[src/rtl/cfgld_pkg.sv]
package cfgld_pkg;

    typedef enum logic [3:0] {
        S_IDLE, S_PROG, S_WAIT_LO, S_WAIT_HI, S_STREAM, S_PAD, S_OK, S_CRC, S_TMO
    } ld_state_t;

    typedef struct packed {
        logic [7:0] data;
        logic       cs_n;
    } port_drive_t;

    localparam logic [7:0] FILL_BYTE = 8'hFF;

    function automatic logic [7:0] flip8(input logic [7:0] b);
        logic [7:0] r;
        for (int k = 0; k < 8; k++) r[k] = b[7-k];
        return r;
    endfunction

endpackage

[src/rtl/cfgld_sync.sv]
module cfgld_sync #(
    parameter int          W       = 3,
    parameter logic [W-1:0] RST_VAL = '0
) (
    input  logic         clk,
    input  logic         rst,
    input  logic [W-1:0] din,
    output logic [W-1:0] dout
);
    for (genvar g = 0; g < W; g++) begin : g_bit
        logic meta_q, stab_q;
        always_ff @(posedge clk) begin
            if (rst) begin
                meta_q <= RST_VAL[g];
                stab_q <= RST_VAL[g];
            end else begin
                meta_q <= din[g];
                stab_q <= meta_q;
            end
        end
        assign dout[g] = stab_q;
    end
endmodule

[src/rtl/cfgld_cclk_gen.sv]
module cfgld_cclk_gen #(
    parameter int HALF = 4
) (
    input  logic clk,
    input  logic rst,
    input  logic en,
    output logic cclk,
    output logic slot,
    output logic pre_rise
);
    localparam int CW = (HALF > 1) ? $clog2(HALF) : 1;
    localparam logic [CW-1:0] LAST = CW'(HALF - 1);

    logic [CW-1:0] cnt_q;
    logic          cclk_q;

    always_ff @(posedge clk) begin
        if (rst || !en) begin
            cnt_q  <= '0;
            cclk_q <= 1'b0;
        end else if (cnt_q == LAST) begin
            cnt_q  <= '0;
            cclk_q <= ~cclk_q;
        end else begin
            cnt_q <= cnt_q + 1'b1;
        end
    end

    assign cclk     = cclk_q;
    assign slot     = en && !cclk_q && (cnt_q == '0);
    assign pre_rise = en && !cclk_q && (cnt_q == LAST);
endmodule

[src/rtl/cfgld_timer.sv]
module cfgld_timer #(
    parameter int W = 4
) (
    input  logic         clk,
    input  logic         rst,
    input  logic         load,
    input  logic [W-1:0] load_val,
    input  logic         dec,
    output logic         zero
);
    logic [W-1:0] cnt_q;
    always_ff @(posedge clk) begin
        if (rst)                   cnt_q <= '0;
        else if (load)             cnt_q <= load_val;
        else if (dec && cnt_q != 0) cnt_q <= cnt_q - 1'b1;
    end
    assign zero = (cnt_q == '0);
endmodule

[src/rtl/fpga_cfg_loader.sv]
module fpga_cfg_loader
    import cfgld_pkg::*;
#(
    parameter int CLK_HALF    = 4,
    parameter int PROG_CYCLES = 16,
    parameter int PAD_LIMIT   = 8,
    parameter bit USE_BUSY    = 1'b1
) (
    input  logic       clk,
    input  logic       rst,
    input  logic       start,
    input  logic [7:0] in_data,
    input  logic       in_valid,
    input  logic       in_last,
    output logic       in_ready,
    output logic       tgt_prog_b,
    output logic       tgt_cs_b,
    output logic       tgt_rdwr_b,
    output logic       tgt_cclk,
    output logic [7:0] tgt_d,
    input  logic       tgt_init_b,
    input  logic       tgt_done,
    input  logic       tgt_busy,
    output logic       run_busy,
    output logic       done_ok,
    output logic       crc_error,
    output logic       timeout
);
    localparam int PROG_W = $clog2(PROG_CYCLES + 1);
    localparam int PAD_W  = $clog2(PAD_LIMIT + 1);

    ld_state_t   state_q, state_d;
    port_drive_t drive_q, drive_d;
    logic        retry_q;
    logic        init_s, done_s, busy_s, busy_gate;
    logic        clk_en, slot, pre_rise;
    logic        prog_load, prog_dec, prog_zero;
    logic        pad_load, pad_dec, pad_zero;
    logic        can_start, arm;

    cfgld_sync #(.W(3), .RST_VAL(3'b001)) u_sync (
        .clk (clk),
        .rst (rst),
        .din ({tgt_busy, tgt_done, tgt_init_b}),
        .dout({busy_s, done_s, init_s})
    );

    if (USE_BUSY) begin : g_busy_on
        assign busy_gate = busy_s;
    end else begin : g_busy_off
        assign busy_gate = 1'b0;
    end

    assign clk_en = (state_q == S_STREAM) || (state_q == S_PAD);

    cfgld_cclk_gen #(.HALF(CLK_HALF)) u_cclk (
        .clk     (clk),
        .rst     (rst),
        .en      (clk_en),
        .cclk    (tgt_cclk),
        .slot    (slot),
        .pre_rise(pre_rise)
    );

    cfgld_timer #(.W(PROG_W)) u_prog_tmr (
        .clk     (clk),
        .rst     (rst),
        .load    (prog_load),
        .load_val(PROG_W'(PROG_CYCLES - 1)),
        .dec     (prog_dec),
        .zero    (prog_zero)
    );

    cfgld_timer #(.W(PAD_W)) u_pad_tmr (
        .clk     (clk),
        .rst     (rst),
        .load    (pad_load),
        .load_val(PAD_W'(PAD_LIMIT)),
        .dec     (pad_dec),
        .zero    (pad_zero)
    );

    assign can_start = (state_q == S_IDLE) || (state_q == S_OK) ||
                       (state_q == S_CRC)  || (state_q == S_TMO);
    assign arm       = can_start && start;
    assign in_ready  = (state_q == S_STREAM) && slot && !retry_q && init_s;

    always_comb begin
        state_d   = state_q;
        drive_d   = drive_q;
        prog_load = 1'b0;
        prog_dec  = 1'b0;
        pad_load  = 1'b0;
        pad_dec   = 1'b0;
        case (state_q)
            S_IDLE, S_OK, S_CRC, S_TMO: begin
                if (start) begin
                    state_d   = S_PROG;
                    prog_load = 1'b1;
                end
            end
            S_PROG: begin
                if (prog_zero) state_d = S_WAIT_LO;
                else           prog_dec = 1'b1;
            end
            S_WAIT_LO: if (!init_s) state_d = S_WAIT_HI;
            S_WAIT_HI: if (init_s)  state_d = S_STREAM;
            S_STREAM: begin
                if (!init_s) begin
                    state_d      = S_CRC;
                    drive_d.cs_n = 1'b1;
                end else if (slot && !retry_q) begin
                    if (in_valid) begin
                        drive_d = '{data: flip8(in_data), cs_n: 1'b0};
                        if (in_last) begin
                            state_d  = S_PAD;
                            pad_load = 1'b1;
                        end
                    end else begin
                        drive_d.cs_n = 1'b1;
                    end
                end
            end
            S_PAD: begin
                if (!init_s) begin
                    state_d      = S_CRC;
                    drive_d.cs_n = 1'b1;
                end else if (done_s) begin
                    state_d      = S_OK;
                    drive_d.cs_n = 1'b1;
                end else if (slot && !retry_q) begin
                    if (pad_zero) begin
                        state_d      = S_TMO;
                        drive_d.cs_n = 1'b1;
                    end else begin
                        drive_d = '{data: FILL_BYTE, cs_n: 1'b0};
                        pad_dec = 1'b1;
                    end
                end
            end
            default: state_d = S_IDLE;
        endcase
    end

    always_ff @(posedge clk) begin
        if (rst) begin
            state_q <= S_IDLE;
            drive_q <= '{data: 8'h00, cs_n: 1'b1};
            retry_q <= 1'b0;
        end else begin
            state_q <= state_d;
            drive_q <= drive_d;
            if (arm)           retry_q <= 1'b0;
            else if (pre_rise) retry_q <= busy_gate && !drive_q.cs_n;
        end
    end

    assign tgt_prog_b = (state_q != S_PROG);
    assign tgt_cs_b   = drive_q.cs_n;
    assign tgt_d      = drive_q.data;
    assign tgt_rdwr_b = 1'b0;
    assign run_busy   = !can_start;
    assign done_ok    = (state_q == S_OK);
    assign crc_error  = (state_q == S_CRC);
    assign timeout    = (state_q == S_TMO);
endmodule

[config.mk]
export PLATFORM = sky130hd
export DESIGN_NAME = fpga_cfg_loader
export DESIGN_NICKNAME = d
export VERILOG_FILES = /design/src/rtl/cfgld_pkg.sv /design/src/rtl/cfgld_sync.sv /design/src/rtl/cfgld_cclk_gen.sv /design/src/rtl/cfgld_timer.sv /design/src/rtl/fpga_cfg_loader.sv
export SDC_FILE = /design/constraint.sdc
export NUM_CORES = 1
export LEC_CHECK = 0
export BUFFER_PORTS_ARGS = -buffer_cell sky130_fd_sc_hd__buf_4
export CORE_MARGIN = 2
export CORE_UTILIZATION = 45
export DETAILED_ROUTE_END_ITERATION = 16
export GPL_TIMING_DRIVEN = 0
export PLACE_DENSITY_LB_ADDON = 0.15
export REMOVE_ABC_BUFFERS = 1
export SETUP_SLACK_MARGIN = 0.5
export SLEW_MARGIN = 20
export SYNTH_ARGS = -nofsm -noshare
export SYNTH_HDL_FRONTEND = slang
export SYNTH_SLANG_ARGS = --single-unit
[constraint.sdc]
create_clock -name clk -period 5 [get_ports clk]
set_clock_uncertainty 0.15 [all_clocks]
set_input_delay 1 -clock clk [delete_from_list [all_inputs] [get_ports clk]]
set_output_delay 1 -clock clk [all_outputs]
set_load 0.05 [all_outputs]
# After elaboration in Yosys (flattened, before gate mapping)
# Cells that the tools add are included.
totals:
  register_bits: 32
  output_inout_bits: 17
classes:
  reduce_logical: 38
  bitwise: 1
  n_eq_ne: 26
  n_mux: 44
  addsub: 3
ops:
  columns: ["cell", "n"]
  rows:
  - ["4-bit two-way mux", 16]
  - ["8-bit two-way mux", 5]
  - ["4-bit case mux with 6 select lines", 1]
  - ["1-bit two-way mux", 19]
  - ["9-bit two-way mux", 2]
  - ["9-bit case mux with 2 select lines", 1]
  - ["4-bit by 3-bit == test with 1-bit output, second input constant", 4]
  - ["2-bit != test, second input constant", 6]
  - ["1-bit logical AND", 11]
  - ["2-bit by 1-bit != test with 1-bit output, second input constant", 5]
  - ["3-bit != test, second input constant", 3]
  - ["9-bit AND reduction", 1]
  - ["4-bit by 2-bit == test with 1-bit output, second input constant", 2]
  - ["4-bit logical NOT", 2]
  - ["4-bit != test, second input constant", 2]
  - ["8-bit AND reduction", 1]
  - ["2-bit OR reduction", 4]
  - ["2-bit nonzero test", 3]
  - ["1-bit logical NOT", 5]
  - ["5-bit logical NOT", 1]
  - ["1-bit logical OR", 5]
  - ["5-bit nonzero test", 1]
  - ["5-bit by 1-bit subtractor with 5-bit output, second input constant", 1]
  - ["4-bit by 1-bit == test with 1-bit output, second input constant", 1]
  - ["other kinds (10)", 10]

# Longest topological paths before layout
logic_depth:
  depth_word: 12
  depth_mapped: 10

# By module
# From an unflattened synthesis, not the netlist that was laid out.
unflattened:
  cells_unflattened: 208
  hier_area_um2: 1843.0
modules_own_cells:
  columns: ["mod", "area_each_um2", "n_inst", "cells_per_inst", "seq_area_each_um2"]
  rows:
  - ["fpga_cfg_loader", 904.6, 1, 112, 280.3]
  - ["cfgld_timer (u_prog_tmr)", 326.6, 1, 37, 100.1]
  - ["cfgld_timer (u_pad_tmr)", 262.8, 1, 29, 80.1]
  - ["cfgld_sync", 180.2, 1, 15, 120.1]
  - ["cfgld_cclk_gen", 168.9, 1, 15, 60.1]

# Worst setup path before layout
# No wires, ideal clock.
synth_timing:
  path_type: "reg2out"
  startpoint: "reg state_q[1]"
  endpoint: "out done_ok"
  slack_ps: 2027
  path_buffers: 2
  path_stages_with_launch: 5
  required_ps: 3850
  arrival_time_ps: 1823
  cell_sequence: "dfxtp_1 buf_6 clkbuf_1 nand2_1 nor3_1"
synth_between:
  elab_chain_cells: 1
synth_lines:
  columns: ["item", "line_no", "rtl"]
  rows:
  - ["start: declaration", "fpga_cfg_loader.sv:32", "ld_state_t state_q, state_d;"]
  - ["start signal: assignment", "fpga_cfg_loader.sv:151", "state_q <= state_d;"]
  - ["4-bit by 3-bit == test with 1-bit output", "fpga_cfg_loader.sv:163", "assign done_ok = (state_q == S_OK);"]
  - ["end: declaration", "fpga_cfg_loader.sv:25", "output logic done_ok,"]
# Every way passes these cells.

# Worst setup path after layout
layout_timing:
  startpoint: "reg state_q[2]"
  endpoint: "out in_ready"
layout_between:
  elab_chain_cells: 7
  elab_cells_between_ends: 8
layout_lines:
  columns: ["item", "line_no", "rtl"]
  rows:
  - ["4-bit by 3-bit == test with 1-bit output, on equally long branches", "fpga_cfg_loader.sv:54, fpga_cfg_loader.sv:86", null]
  - ["1-bit logical OR", "fpga_cfg_loader.sv:54", "assign clk_en = (state_q == S_STREAM) || (state_q == S_PAD);"]
  - ["1-bit logical AND (2 in series)", "cfgld_cclk_gen.sv:30", "assign slot = en && !cclk_q && (cnt_q == '0);"]
  - ["1-bit logical AND (*) (3 in series)", "fpga_cfg_loader.sv:86", "assign in_ready = (state_q == S_STREAM) && slot && !retry_q && init_s;"]
  - ["end: declaration", "fpga_cfg_loader.sv:15", "output logic in_ready,"]
# Mark *: on every way between the ends. The rest lies on a longest branch, timed or not.

==> flow_summary.ini <==
[cts]
cts_max_level = 2
cts_max_path_buffers = 2
clock-sinks = 32
cts-resized-gates = 0
cts_root_buffer = clkbuf_8
clk_latency_ns = 0.28
post_cts_buffers = 0
cts_buffers = 5
cts_tree = built
cts_hold_buffers = 0
clkSlewWorstSetupHoldPaths_ns = 0.06

[yosys]
synth_edf_count = 0
synthArstFlopShare = 0
synthFlopType = dfxtp_1
yosys-top-cells-area = dfxtp_1, nor2_1, ha_1
synth_cell_type_count = 47
syn_inst = 202
syn_avg_cell_area_um2 = 8.42
synth_top_area_frac = 0.376
synth-seq-cells = 32
ys_seq_area_frac = 0.376
yosysWarnings = 0
yosys.area.top_type = dfxtp_1
synth_area_mm2 = 0.00170

[finish]
final_nets = 244
layout_commonest_cell = dfxtp_1
seq_area_um2 = 641
area_delta_synth_final_pct = 17.4
fill_cells = 347
final_cell_area_mm2 = 0.00200
antenna_cells = 0
multi_input_area_um2 = 933
final_cell_mix = dfxtp_1, buf_4, nor2_1, inv_1, nor3_1
drive_gt1_frac = 0.223

[floorplanning]
die_w_um = 65.5
row_count = 22
start_util = 0.465
ios = 33
die_y_um = 65.5
fp.coreArea_mm2 = 0.00366
die_area_mm2 = 0.00429

[place]
dp_hpwl_um = 2460
io_buffers = 31
dpl_cell_area_mm2 = 0.00191
gp_congestion = 0.841

[critical_path]
reg2reg_depth = 5
critical_path.max_fanout = 14
end_kind = output port
crit_type = reg2out
required_ns = 3.85
arrival_ns = 1.80
crit_path_start_kind = flop

[routing]
drtIter0Drc = 86
firstDrtPassIters = 4
vias_per_cell = 5.44
ant_nets = 0
drc = 0
drt-total-wl_um = 3420
wl_per_cell_um = 12.6
vias = 1480

[sta]
hold_viol = 0
max_freq_ghz = 0.338
setup_viol = 0
rsz0062_at_grt = false
slew_violations = 0
max_slew.worst_pin.slew_ns = 0.867
period_needed_ns = 2.95
fin_crit_sh = 0.591
final.setup.tns_ns = 0
relSlewSlack = 0.414

[run]
maxCapViolCount = 0

[power_and_ir_drop]
ir_drop_mv = 0.214
power_per_cell_area_mw_per_mm2 = 409
leakagePower_nw = 0.746

[hold_path]
worst_hold_path_type = reg2reg
hold_depth = 1

[global_route]
overflow = 0
antenna_found_initial = 0
grt_pass1_wl_um = 6060
grt_pass1_vias = 1483
grt_start_max_net_pins = 36
gr-usage-all-layers = 0.186

[outcome]
status = finished, final reports clean
==> cell type report <==
class / count / share of cell area
Timing Repair Buffer: 31 / 0.116
Sequential cell: 32 / 0.321
Clock buffer: 8 / 0.0451
Inverter: 11 / 0.0207
Tap cell: 48 / 0.0301
Multi-Input combinational cell: 142 / 0.467
==> routing by layer <==
metal	part of all wire	global-route usage	vias up
li1	-	-	740
met1	0.43	0.206	699
met2	0.51	0.319	33
met3	0.040	0.0582	8
met4	0.020	0.0938	0
met5	0	0	-
==> synthesized netlist by cell type (2+ instances only) <==
cell type	number
nand2b_1	2
nand4_1	2
nor2b_1	10
clkbuf_1	8
or3_1	2
a211oi_1	6
buf_4	2
o31ai_1	2
nand3b_1	3
a31oi_1	2
and2_1	2
a21oi_1	7
nor4b_1	2
o21ai_0	8
nor2_1	23
or2_2	4
xnor2_1	6
inv_1	11
dfxtp_1	32
nand3_1	6
xor2_1	2
mux2i_1	2
nor3_1	11
nor4_1	3
nor3b_1	3
or3b_1	2
buf_2	5
ha_1	5
nand2_1	8
buf_6	2
a211oi_2	3
==> logic make-up (layout without fill, tap and decap cells) <==
| family | count (synthesis) | in the layout | synth area share |
|---|---|---|---|
| simple gates | 91 | 91 | 0.306 |
| mux | 2 | 2 | 0.0118 |
| compound gates | 35 | 35 | 0.147 |
| buf+inv | 28 | 50 | 0.0787 |
| xor+xnor | 8 | 8 | 0.0412 |
| flops | 32 | 32 | 0.376 |
| fa+ha+maj | 5 | 5 | 0.0368 |
| other cells | 1 | 1 | 0.00220 |
==> power breakdown <==
part           switching (mW)  internal (mW)
Sequential             0.0520          0.284
Clock                  0.0884          0.112
Combinational           0.162          0.118
==> critical path, cell delays in order (launching register included) <==
cell     delay, ns
dfxtp_1       0.60
nor4b_1       0.40
nand2_1       0.14
nor2_1        0.15
buf_4         0.22
==> stage by stage <==
stage,std cells,util,hold slack [ns],worst slack [ns],power [mW]
floorplan,185,-,0.239,2.08,0.543
global placement,264,0.519,0.242,2.44,0.610
detailed placement,264,0.521,0.246,2.36,0.622
CTS,272,0.546,0.260,2.02,0.825
global route,272,0.546,0.288,1.93,0.876
finish,272,0.546,0.258,2.05,0.817
==> state kept, by name, summed over array words and instances, names as in the netlist <==
signal	count
u_cclk.cclk	1
u_sync.g_bit.stab_q	3
tgt_cs_b	1
retry_q	1
tgt_d	8
u_sync.g_bit.meta_q	3
u_pad_tmr.cnt_q	4
u_prog_tmr.cnt_q	5
u_cclk.cnt_q	2
state_q	4
==> path summary, 6_finish.rpt <==
| path | startpoint | end | slack, ns |
|---|---|---|---|
| setup / recovery | state_q[2] | in_ready | 2.05 |
| hold / removal | u_sync.g_bit[0].meta_q | u_sync.g_bit[0].stab_q | 0.26 |
| hold reg to reg | u_sync.g_bit[0].meta_q | u_sync.g_bit[0].stab_q | 0.26 |
| setup reg to reg | state_q[2] | tgt_d[6] | 2.52 |
Note: power is estimated with default switching activity, not from simulation.
